File: src/rtl/dpg_pkg.sv
package dpg_pkg;

    localparam int ADDR_W = 24;
    localparam int CA_W   = 11;
    localparam int BANK_N = 4;
    localparam int BK_W   = $clog2(BANK_N);
    localparam int MODE_W = 3;

    typedef enum logic [1:0] {
        OP_NOP = 2'd0,
        OP_ACT = 2'd1,
        OP_COL = 2'd2,
        OP_PRE = 2'd3
    } op_e;

    typedef struct packed {
        logic [BK_W-1:0] bank;
        logic [CA_W-1:0] row;
        logic [CA_W-1:0] col;
    } dec_t;

    // column (and row) width per mode
    function automatic int col_bits(input logic [MODE_W-1:0] m);
        int w;
        if (m < 3'd3)      w = 9;
        else if (m < 3'd6) w = 10;
        else               w = 11;
        return w;
    endfunction

    // number of bank-select bits per mode
    function automatic int bank_bits(input logic [MODE_W-1:0] m);
        int b;
        case (m)
            3'd1, 3'd4, 3'd7: b = 1;
            3'd2, 3'd5:       b = 2;
            default:          b = 0;
        endcase
        return b;
    endfunction

    function automatic dec_t split_addr(input logic [ADDR_W-1:0] a,
                                        input logic [MODE_W-1:0] m);
        dec_t d;
        logic [ADDR_W-1:0] w;
        logic [ADDR_W-1:0] cmask;
        logic [ADDR_W-1:0] bmask;
        int cw;
        int bb;
        cw    = col_bits(m);
        bb    = bank_bits(m);
        cmask = ~({ADDR_W{1'b1}} << cw);
        bmask = ~({ADDR_W{1'b1}} << bb);
        w      = a >> 1;
        d.col  = CA_W'(w & cmask);
        w      = w >> cw;
        d.bank = BK_W'(w & bmask);
        w      = w >> bb;
        d.row  = CA_W'(w & cmask);
        return d;
    endfunction

    function automatic logic [BK_W-1:0] lowest_set(input logic [BANK_N-1:0] v);
        logic [BK_W-1:0] r;
        r = '0;
        for (int i = BANK_N - 1; i >= 0; i--) begin
            if (v[i]) r = BK_W'(i);
        end
        return r;
    endfunction

endpackage

File: src/rtl/dpg_addr_dec.sv
module dpg_addr_dec
    import dpg_pkg::*;
(
    input  logic [ADDR_W-1:0] addr,
    input  logic [MODE_W-1:0] mode,
    output dec_t              dec
);

    assign dec = split_addr(addr, mode);

endmodule

File: src/rtl/dpg_bank_trk.sv
module dpg_bank_trk
    import dpg_pkg::*;
#(
    parameter int TMO_CYCLES = 1188
) (
    input  logic                        clk,
    input  logic                        rst,
    input  logic                        tmo_en,
    input  logic                        act_en,
    input  logic [BK_W-1:0]             act_bank,
    input  logic [CA_W-1:0]             act_row,
    input  logic                        pre_en,
    input  logic [BK_W-1:0]             pre_bank,
    output logic [BANK_N-1:0]           open_q,
    output logic [BANK_N-1:0][CA_W-1:0] row_q,
    output logic [BANK_N-1:0]           expired
);

    localparam int CNT_W = $clog2(TMO_CYCLES + 1);
    localparam logic [CNT_W-1:0] LIMIT = CNT_W'(TMO_CYCLES);

    for (genvar g = 0; g < BANK_N; g++) begin : g_bank
        logic             open_r;
        logic [CA_W-1:0]  row_r;
        logic [CNT_W-1:0] age_r;

        always_ff @(posedge clk) begin
            if (rst) begin
                open_r <= 1'b0;
                row_r  <= '0;
                age_r  <= '0;
            end else if (act_en && act_bank == BK_W'(g)) begin
                open_r <= 1'b1;
                row_r  <= act_row;
                age_r  <= '0;
            end else if (pre_en && pre_bank == BK_W'(g)) begin
                open_r <= 1'b0;
                age_r  <= '0;
            end else if (open_r && tmo_en && age_r != LIMIT) begin
                age_r  <= age_r + 1'b1;
            end
        end

        assign open_q[g]  = open_r;
        assign row_q[g]   = row_r;
        assign expired[g] = open_r && tmo_en && (age_r == LIMIT);
    end

endmodule

File: src/rtl/dpg_seq.sv
module dpg_seq
    import dpg_pkg::*;
(
    input  logic                        clk,
    input  logic                        rst,
    input  logic                        req_valid,
    input  dec_t                        req_dec,
    input  logic                        ref_req,
    input  logic [BANK_N-1:0]           open_q,
    input  logic [BANK_N-1:0][CA_W-1:0] row_q,
    input  logic [BANK_N-1:0]           expired,
    output logic                        req_ready,
    output logic                        ref_ack,
    output op_e                         cmd_op,
    output logic [BK_W-1:0]             cmd_bank,
    output logic [CA_W-1:0]             cmd_addr,
    output logic                        act_en,
    output logic [BK_W-1:0]             act_bank,
    output logic [CA_W-1:0]             act_row,
    output logic                        pre_en,
    output logic [BK_W-1:0]             pre_bank
);

    typedef enum logic [2:0] {
        S_IDLE, S_PRE, S_ACT, S_COL, S_RPRE, S_RACK, S_TPRE
    } st_e;

    st_e  state;
    dec_t cur;
    logic hit;

    assign hit = open_q[req_dec.bank] && (row_q[req_dec.bank] == req_dec.row);

    always_ff @(posedge clk) begin
        if (rst) begin
            state <= S_IDLE;
            cur   <= '0;
        end else begin
            case (state)
                S_IDLE: begin
                    if (ref_req) begin
                        state <= (|open_q) ? S_RPRE : S_RACK;
                    end else if (|expired) begin
                        state <= S_TPRE;
                    end else if (req_valid) begin
                        cur <= req_dec;
                        if (hit)                       state <= S_COL;
                        else if (open_q[req_dec.bank]) state <= S_PRE;
                        else                           state <= S_ACT;
                    end
                end
                S_PRE:  state <= S_ACT;
                S_ACT:  state <= S_COL;
                S_COL:  state <= S_IDLE;
                S_RPRE: state <= ($countones(open_q) > 1) ? S_RPRE : S_RACK;
                S_RACK: state <= S_IDLE;
                S_TPRE: state <= S_IDLE;
                default: state <= S_IDLE;
            endcase
        end
    end

    always_comb begin
        cmd_op   = OP_NOP;
        cmd_bank = cur.bank;
        cmd_addr = '0;
        case (state)
            S_PRE:  cmd_op = OP_PRE;
            S_ACT: begin
                cmd_op   = OP_ACT;
                cmd_addr = cur.row;
            end
            S_COL: begin
                cmd_op   = OP_COL;
                cmd_addr = cur.col;
            end
            S_RPRE: begin
                cmd_op   = OP_PRE;
                cmd_bank = lowest_set(open_q);
            end
            S_TPRE: begin
                cmd_op   = OP_PRE;
                cmd_bank = lowest_set(expired);
            end
            default: ;
        endcase
    end

    assign act_en    = (state == S_ACT);
    assign act_bank  = cur.bank;
    assign act_row   = cur.row;
    assign pre_en    = (cmd_op == OP_PRE);
    assign pre_bank  = cmd_bank;
    assign req_ready = (state == S_IDLE) && !ref_req && (expired == '0);
    assign ref_ack   = (state == S_RACK);

endmodule

File: src/rtl/dram_page_ctl.sv
module dram_page_ctl
    import dpg_pkg::*;
#(
    parameter int TMO_CYCLES = 1188
) (
    input  logic              clk,
    input  logic              rst,
    input  logic [2:0]        cfg_mode,
    input  logic              cfg_tmo_en,
    input  logic              req_valid,
    output logic              req_ready,
    input  logic [23:0]       req_addr,
    input  logic              ref_req,
    output logic              ref_ack,
    output logic [1:0]        cmd_op,
    output logic [1:0]        cmd_bank,
    output logic [10:0]       cmd_addr
);

    dec_t                        req_dec;
    logic [BANK_N-1:0]           open_q;
    logic [BANK_N-1:0][CA_W-1:0] row_q;
    logic [BANK_N-1:0]           expired;
    logic                        act_en;
    logic [BK_W-1:0]             act_bank;
    logic [CA_W-1:0]             act_row;
    logic                        pre_en;
    logic [BK_W-1:0]             pre_bank;
    op_e                         op_w;

    dpg_addr_dec u_dec (
        .addr (req_addr),
        .mode (cfg_mode),
        .dec  (req_dec)
    );

    dpg_bank_trk #(.TMO_CYCLES(TMO_CYCLES)) u_trk (
        .clk      (clk),
        .rst      (rst),
        .tmo_en   (cfg_tmo_en),
        .act_en   (act_en),
        .act_bank (act_bank),
        .act_row  (act_row),
        .pre_en   (pre_en),
        .pre_bank (pre_bank),
        .open_q   (open_q),
        .row_q    (row_q),
        .expired  (expired)
    );

    dpg_seq u_seq (
        .clk       (clk),
        .rst       (rst),
        .req_valid (req_valid),
        .req_dec   (req_dec),
        .ref_req   (ref_req),
        .open_q    (open_q),
        .row_q     (row_q),
        .expired   (expired),
        .req_ready (req_ready),
        .ref_ack   (ref_ack),
        .cmd_op    (op_w),
        .cmd_bank  (cmd_bank),
        .cmd_addr  (cmd_addr),
        .act_en    (act_en),
        .act_bank  (act_bank),
        .act_row   (act_row),
        .pre_en    (pre_en),
        .pre_bank  (pre_bank)
    );

    assign cmd_op = op_w;

endmodule

File: config.mk
export PLATFORM = sky130hd
export DESIGN_NAME = dram_page_ctl
export DESIGN_NICKNAME = d
export VERILOG_FILES = /design/src/rtl/dpg_pkg.sv /design/src/rtl/dpg_addr_dec.sv /design/src/rtl/dpg_bank_trk.sv /design/src/rtl/dpg_seq.sv /design/src/rtl/dram_page_ctl.sv
export SDC_FILE = /design/constraint.sdc
export NUM_CORES = 1
export LEC_CHECK = 0
export BUFFER_PORTS_ARGS = -buffer_cell sky130_fd_sc_hd__buf_4
export CORE_UTILIZATION = 25
export DETAILED_ROUTE_END_ITERATION = 10
export GPL_TIMING_DRIVEN = 0
export HOLD_SLACK_MARGIN = 0.05
export SYNTH_ARGS = -nofsm -noshare
export SYNTH_HDL_FRONTEND = slang
export SYNTH_SLANG_ARGS = --single-unit
File: constraint.sdc
create_clock -name clk -period 3.92 [get_ports clk]
set_clock_uncertainty 0.2 [all_clocks]
set_input_delay 0.196 -clock clk [delete_from_list [all_inputs] [get_ports clk]]
set_output_delay 0.196 -clock clk [all_outputs]
set_load 0.005 [all_outputs]
==> Word level (Yosys, flattened, before mapping) <==
Cells that the tools add are included.
{ "totals": {"ff_bits": 119, "input_bits": 32, "out_inout_bits": 17, "wordCells": 142} }
{ "classes": {"addsub": 7, "magnitude_cmp": 4, "eq_ne": 28, "shift": 4, "muxes": 34, "bitwise_logic": 7, "n_reduce_logical": 42} }
{ "ops": {"columns": ["operator", "n"], "rows": [
  ["$add 11x1->11 const B", 4],
  ["$eq 11x11->1 const B", 4],
  ["$ne 11x11->1 const B", 4],
  ["$add 32x32->32", 1],
  ["$gt 32x2->1 const B", 1],
  ["$shl 24x2->2 const A", 1],
  ["$shl 24x4->11 const A", 1],
  ["$shr 23x4->24", 1],
  ["$shr 24x2->11", 1],
  ["$logic_and 1x1->1", 23],
  ["$and 11x11->11", 2],
  ["$bmux 11 s2", 1],
  ["$pmux 11 s2", 1],
  ["$mux 2", 10],
  ["$eq 3x3->1 const B", 6],
  ["$reduce_or 3->1", 6],
  ["$mux 1", 12],
  ["$mux 3", 4],
  ["$pmux 3 s4", 1],
  ["$eq 11x11->1", 1],
  ["$mux 11", 1],
  ["$not 11->11", 1],
  ["$eq 2x2->1 const B", 5],
  ["$eq 3x2->1 const B", 3],
  ["other kinds (21)", 31]
]} }

==> Logic depth before layout (Yosys ltp) <==
{ "logic_depth": {"word_depth": 15, "ltp_mapped": 12, "depth_no_buf": 10} }

==> By module <==
From an unflattened synthesis, not the netlist that was laid out.
{ "unflattened": {"hier_cells": 801, "area_unflattened_um2": 6632.6} }
{ "by_module_without_submodules": {"columns": ["mod", "n_inst", "cells_per_inst", "area_per_inst_um2", "seq_area_each_um2"], "rows": [
  ["dpg_bank_trk", 1, 486, 3977.6, 1841.8],
  ["dpg_seq", 1, 239, 2040.7, 540.5],
  ["dpg_addr_dec", 1, 76, 614.3, 0.0]
]} }

==> Least setup slack after synthesis <==
Ideal clock, no wire load.
{ "synth_path": {"kind": "register -> register", "from": "reg u_trk.g_bank[0].age_r[3]", "to": "reg u_trk.g_bank[1].age_r[1]", "setup_ns": 0.065, "arrival_time_ns": 2.342, "t_required_ns": 3.655, "slack_ns": 1.313, "path_stages_with_launch": 9, "n_path_buf": 1, "period_less_slack_ns": 2.607, "path_cell_list": "dfxtp_1 > or4b_1 > or4_4 > a31oi_1 > o21ai_2 > nor3b_1 > or3_1 > buf_6 > nor2_1"} }
{ "synth_between": {"elab_chain_cells": 7} }
{ "synth_rtl": {"columns": ["element", "line", "source"], "rows": [
  ["start, declared", "dpg_bank_trk.sv:25", "logic [CNT_W-1:0] age_r;"],
  ["start signal, assigned", "dpg_bank_trk.sv:40", "age_r <= age_r + 1'b1;"],
  ["$eq 11x11->1", "dpg_bank_trk.sv:46", "assign expired[g] = open_r && tmo_en && (age_r == LIMIT);"],
  ["$logic_and 1x1->1", "dpg_bank_trk.sv:46", null],
  ["$mux 2", "dpg_pkg.sv:67", "if (v[i]) r = BK_W'(i);"],
  ["$pmux 2 s2", "dpg_seq.sv:67", "case (state)"],
  ["net cmd_bank[0]", "dram_page_ctl.sv:16", "output logic [1:0] cmd_bank,"],
  ["$eq 2x1->1", "dpg_bank_trk.sv:36", "end else if (pre_en && pre_bank == BK_W'(g)) begin"],
  ["$logic_and 1x1->1", "dpg_bank_trk.sv:36", null],
  ["$reduce_or 3->1 (no source line)", null, null],
  ["end signal, assigned", "dpg_bank_trk.sv:40", null],
  ["end, declared", "dpg_bank_trk.sv:25", null]
]} }
The timed path passes the listed nets, and every way through them passes these cells.
A chain may end at the register's enable or synchronous reset.

==> Worst setup path in the final report <==
{ "layout_path": {"from": "reg u_trk.g_bank[3].age_r[0]", "to": "reg u_seq.cur (netlist bit u_seq.act_bank[0])"} }
{ "layout_between": {"elab_chain_cells": 5} }
{ "layout_rtl": {"columns": ["element", "line", "source"], "rows": [
  ["start, declared", "dpg_bank_trk.sv:25", null],
  ["start signal, assigned", "dpg_bank_trk.sv:40", null],
  ["$eq 11x11->1", "dpg_bank_trk.sv:46", null],
  ["$logic_and 1x1->1", "dpg_bank_trk.sv:46", null],
  ["$reduce_or 4->1", "dpg_seq.sv:43", "end else if (|expired) begin"],
  ["$not 1->1 (no source line)", null, null],
  ["$reduce_and 4->1 (no source line)", null, null],
  ["end signal, assigned", "dpg_seq.sv:46", "cur <= req_dec;"],
  ["end, declared", "dpg_seq.sv:29", "dec_t cur;"]
]} }
No other way between the ends.

==> flow_summary_export.csv <==
group,metric,value,unit
sta,setup_slack,873,ps
grt,grt_max_degree,17,
clock_tree,clk_path_buf_depth,2,
grt,grt_pass1_wl,27200,um
flow_run,drv_cap,0,
die,num_io_pins,49,
sta,fin_crit_sh,77.7,%
sta,hold_violations,0,
synth,ys_warn_count,0,
cells_and_area,multi_input_area,3540,sq um
pwr,peakVddDrop,320,uV
worst_hold_path,hold_path_class,"in -> reg",
synth,synth_top_area_share,38.3,%
cells_and_area,drive_above_1_share,12.1,%
synth,synth_common_cells,"nand2_1, dfxtp_1, nor2_1",
detailed_routing,drt-initial-drc-count,296,
clock_tree,hold_buffers,14,
synth,synth_ff_type,"dfxtp_1",
sta,worstMarginPinSlew,794,ps
clock_tree,numCtsBuffers,17,
detailed_routing,detail_route.wl_per_cell,13.8,um
clock_tree,post_cts_buffers,0,
cells_and_area,regArea,2380,sq um
worst_setup_path,worstPathArrival,3180,ps
synth,synth_seq_cells,119,
synth,synth_edf_count,0,
outcome,status,"complete, no violations",
worst_setup_path,required,4050,ps
synth,synth_area_leader_cell,"dfxtp_1",
synth,yosysSeqAreaShare,38.3,%
detailed_routing,vias_per_cell,4.62,
sta,slew_headroom,47.1,%
clock_tree,htree_levels,4,
die,die_w,160,um
synth,yosysUniqueCellTypes,62,
sta,maxSlewViolCount,0,
detailed_routing,ant_nets,0,
sta,setup_tns,0,ps
clock_tree,clock_latency,410,ps
detailed_routing,finalWirelength,16400,um
die,core.rowCount,57,
pwr,p_leak,2.78,nW
synth,syn_area,6230,sq um
cells_and_area,postLayoutCoreUtil,31.8,%
sta,rsz0062_at_grt,"no",
die,dieArea,25500,sq um
cells_and_area,area_growth,24.7,%
cells_and_area,num_antenna_cells,0,
sta,final.min_clock_period,3050,ps
synth,netlist_instances,775,
worst_setup_path,critPathKind,"reg -> reg",
clock_tree,clk_pin_slew,60,ps
grt,antenna_found_initial,0,
die,fp.coreArea,24400,sq um
synth,syn-num-nets,822,
clock_tree,cts_sinks,119,
grt,grt_pass1_vias,5366,
worst_setup_path,startpoint_type,"flip-flop",
detailed_routing,drc,0,
detailed_routing,first_pass_iters,5,
worst_setup_path,end_kind,"flip-flop",
pwr,powerDensity,466,nW/um^2
cells_and_area,nNetsFinal,902,
synth,synthArstFlopShare,0,%
synth,synthTopCellsByArea,"dfxtp_1, nand2_1, mux2i_1, nor2_1, a21oi_1",
synth,syn_area_per_cell,8.03,sq um
place,dp_worst_setup_slack,939,ps
pwr,total_power,3.62,mW
cells_and_area,n_fill_cell,2620,
die,start_util,25.5,%
sta,setup_violations,0,
worst_setup_path,rrSetupSlack,870,ps
place,io_buffers,47,
worst_setup_path,critical_path.max_fanout,10,
die,die_height,160,um
place,place.gp.congestion,0.805,
clock_tree,tritoncts,"built",
sta,fmax,0.328,GHz
grt,overflow,0,
synth,yosysMostFrequentCell,"nand2_1",
detailed_routing,num_vias,5512,
grt,grt_usage,13.2,%
place,hpwl,11900,um
clock_tree,cts_resized,0,
clock_tree,clockRootBuffer,"clkbuf_16",
-- layer usage --
| layer | vias up | track usage (%) | part of all wire (%) |
|---|---|---|---|
| met3 | 16 | 2.81 | 4.4 |
| li1 | 2783 | - | - |
| met4 | 0 | 3.98 | 1.4 |
| met1 | 2590 | 18.1 | 49 |
| met5 | - | 0 | 0 |
| met2 | 123 | 20.9 | 45 |
-- report_power, final --
group          leakage (nW)  total [mW]  switching [mW]  internal, mW
Clock                 0.312        1.71           0.551          1.16
Sequential            0.961        1.31          0.0562          1.26
Combinational          1.51       0.592           0.352         0.240
Total                  2.78        3.62           0.960          2.66
-- state kept, by name (all words and copies together) (netlist names) --
signal / cells
u_seq.act_bank: 2
u_trk.g_bank.age_r: 44
u_seq.cur: 11
u_trk.g_bank.open_r: 4
u_trk.g_bank.row_r: 44
u_seq.act_row: 11
u_seq.state: 3
-- critical path: stages (launching register included) --
cell      delay [ps]
dfxtp_1          420
inv_1             70
ha_1             200
nor4bb_1         170
nand4_1          180
nand4_1          170
nand2b_1         240
nor3_1           230
and2_1           160
buf_2            210
clkbuf_1         460
nor2_1            80
nor3_1           180
-- path summary, 6_finish.rpt --
path                               to                     start  cells past startpoint
max                 u_seq.act_bank[0]  u_trk.g_bank[3].age_r[0]                     12
min                    u_seq.state[0]                 req_valid                      3
max reg2reg         u_seq.act_bank[0]  u_trk.g_bank[3].age_r[0]                     12
min reg2reg  u_trk.g_bank[0].row_r[3]  u_trk.g_bank[0].row_r[3]                      2
-- layout make-up --
type / instances / share of cell area (%)
Buffer: 45 / 3.03
Clock buffer: 24 / 6.07
Clock inverter: 8 / 2.18
Inverter: 17 / 0.822
Multi-Input combinational cell: 594 / 45.6
Sequential cell: 119 / 30.7
Tap cell: 324 / 5.22
Timing Repair Buffer: 61 / 6.35
-- cells in the final DEF, fill, tap and decap left out, drive strengths merged, types with 3 or more instances in the layout --
cell type and instances:
nor4 4, o21ai 8, clkinv 4, inv 16, a221oi 5, mux2i 51
and2 4, a31oi 7, clkbuf 52, a21oi 70, o2bb2ai 4, dfxtp 119
nand4b 3, or2 3, xnor2 25, bufinv 5, nor4bb 6, nor2b 4
nand2b 6, nor3 9, dlygate4sd3 14, and3 9, nand2 154, nor3b 4
nor2 106, a211oi 6, xor2 30, buf 64, nand3 12, ha 14
nand4 15, or3 4
-- through the flow --
step	cell area (sq um)	instances	hold slack [ps]
finish	7760	1192	46.6
global placement	6980	1146	240
global route	7760	1192	96.4
CTS	7760	1192	58.3
detailed placement	6980	1146	246
floorplan	6230	775	132
-- cells by family (layout without fill, tap and decap cells) --
group	Yosys count	count (layout)	share of synthesized area [%]
AOI/OAI and AO/OA	116	116	11.3
xor gates and xnor gates	55	55	7.74
adders and majority gates	15	15	3.14
buffers and inverters	62	155	4.80
DFF	119	119	38.3
muxes	54	54	8.92
and+or+nand+nor	354	354	25.8
(Power assumes the default switching activity.)
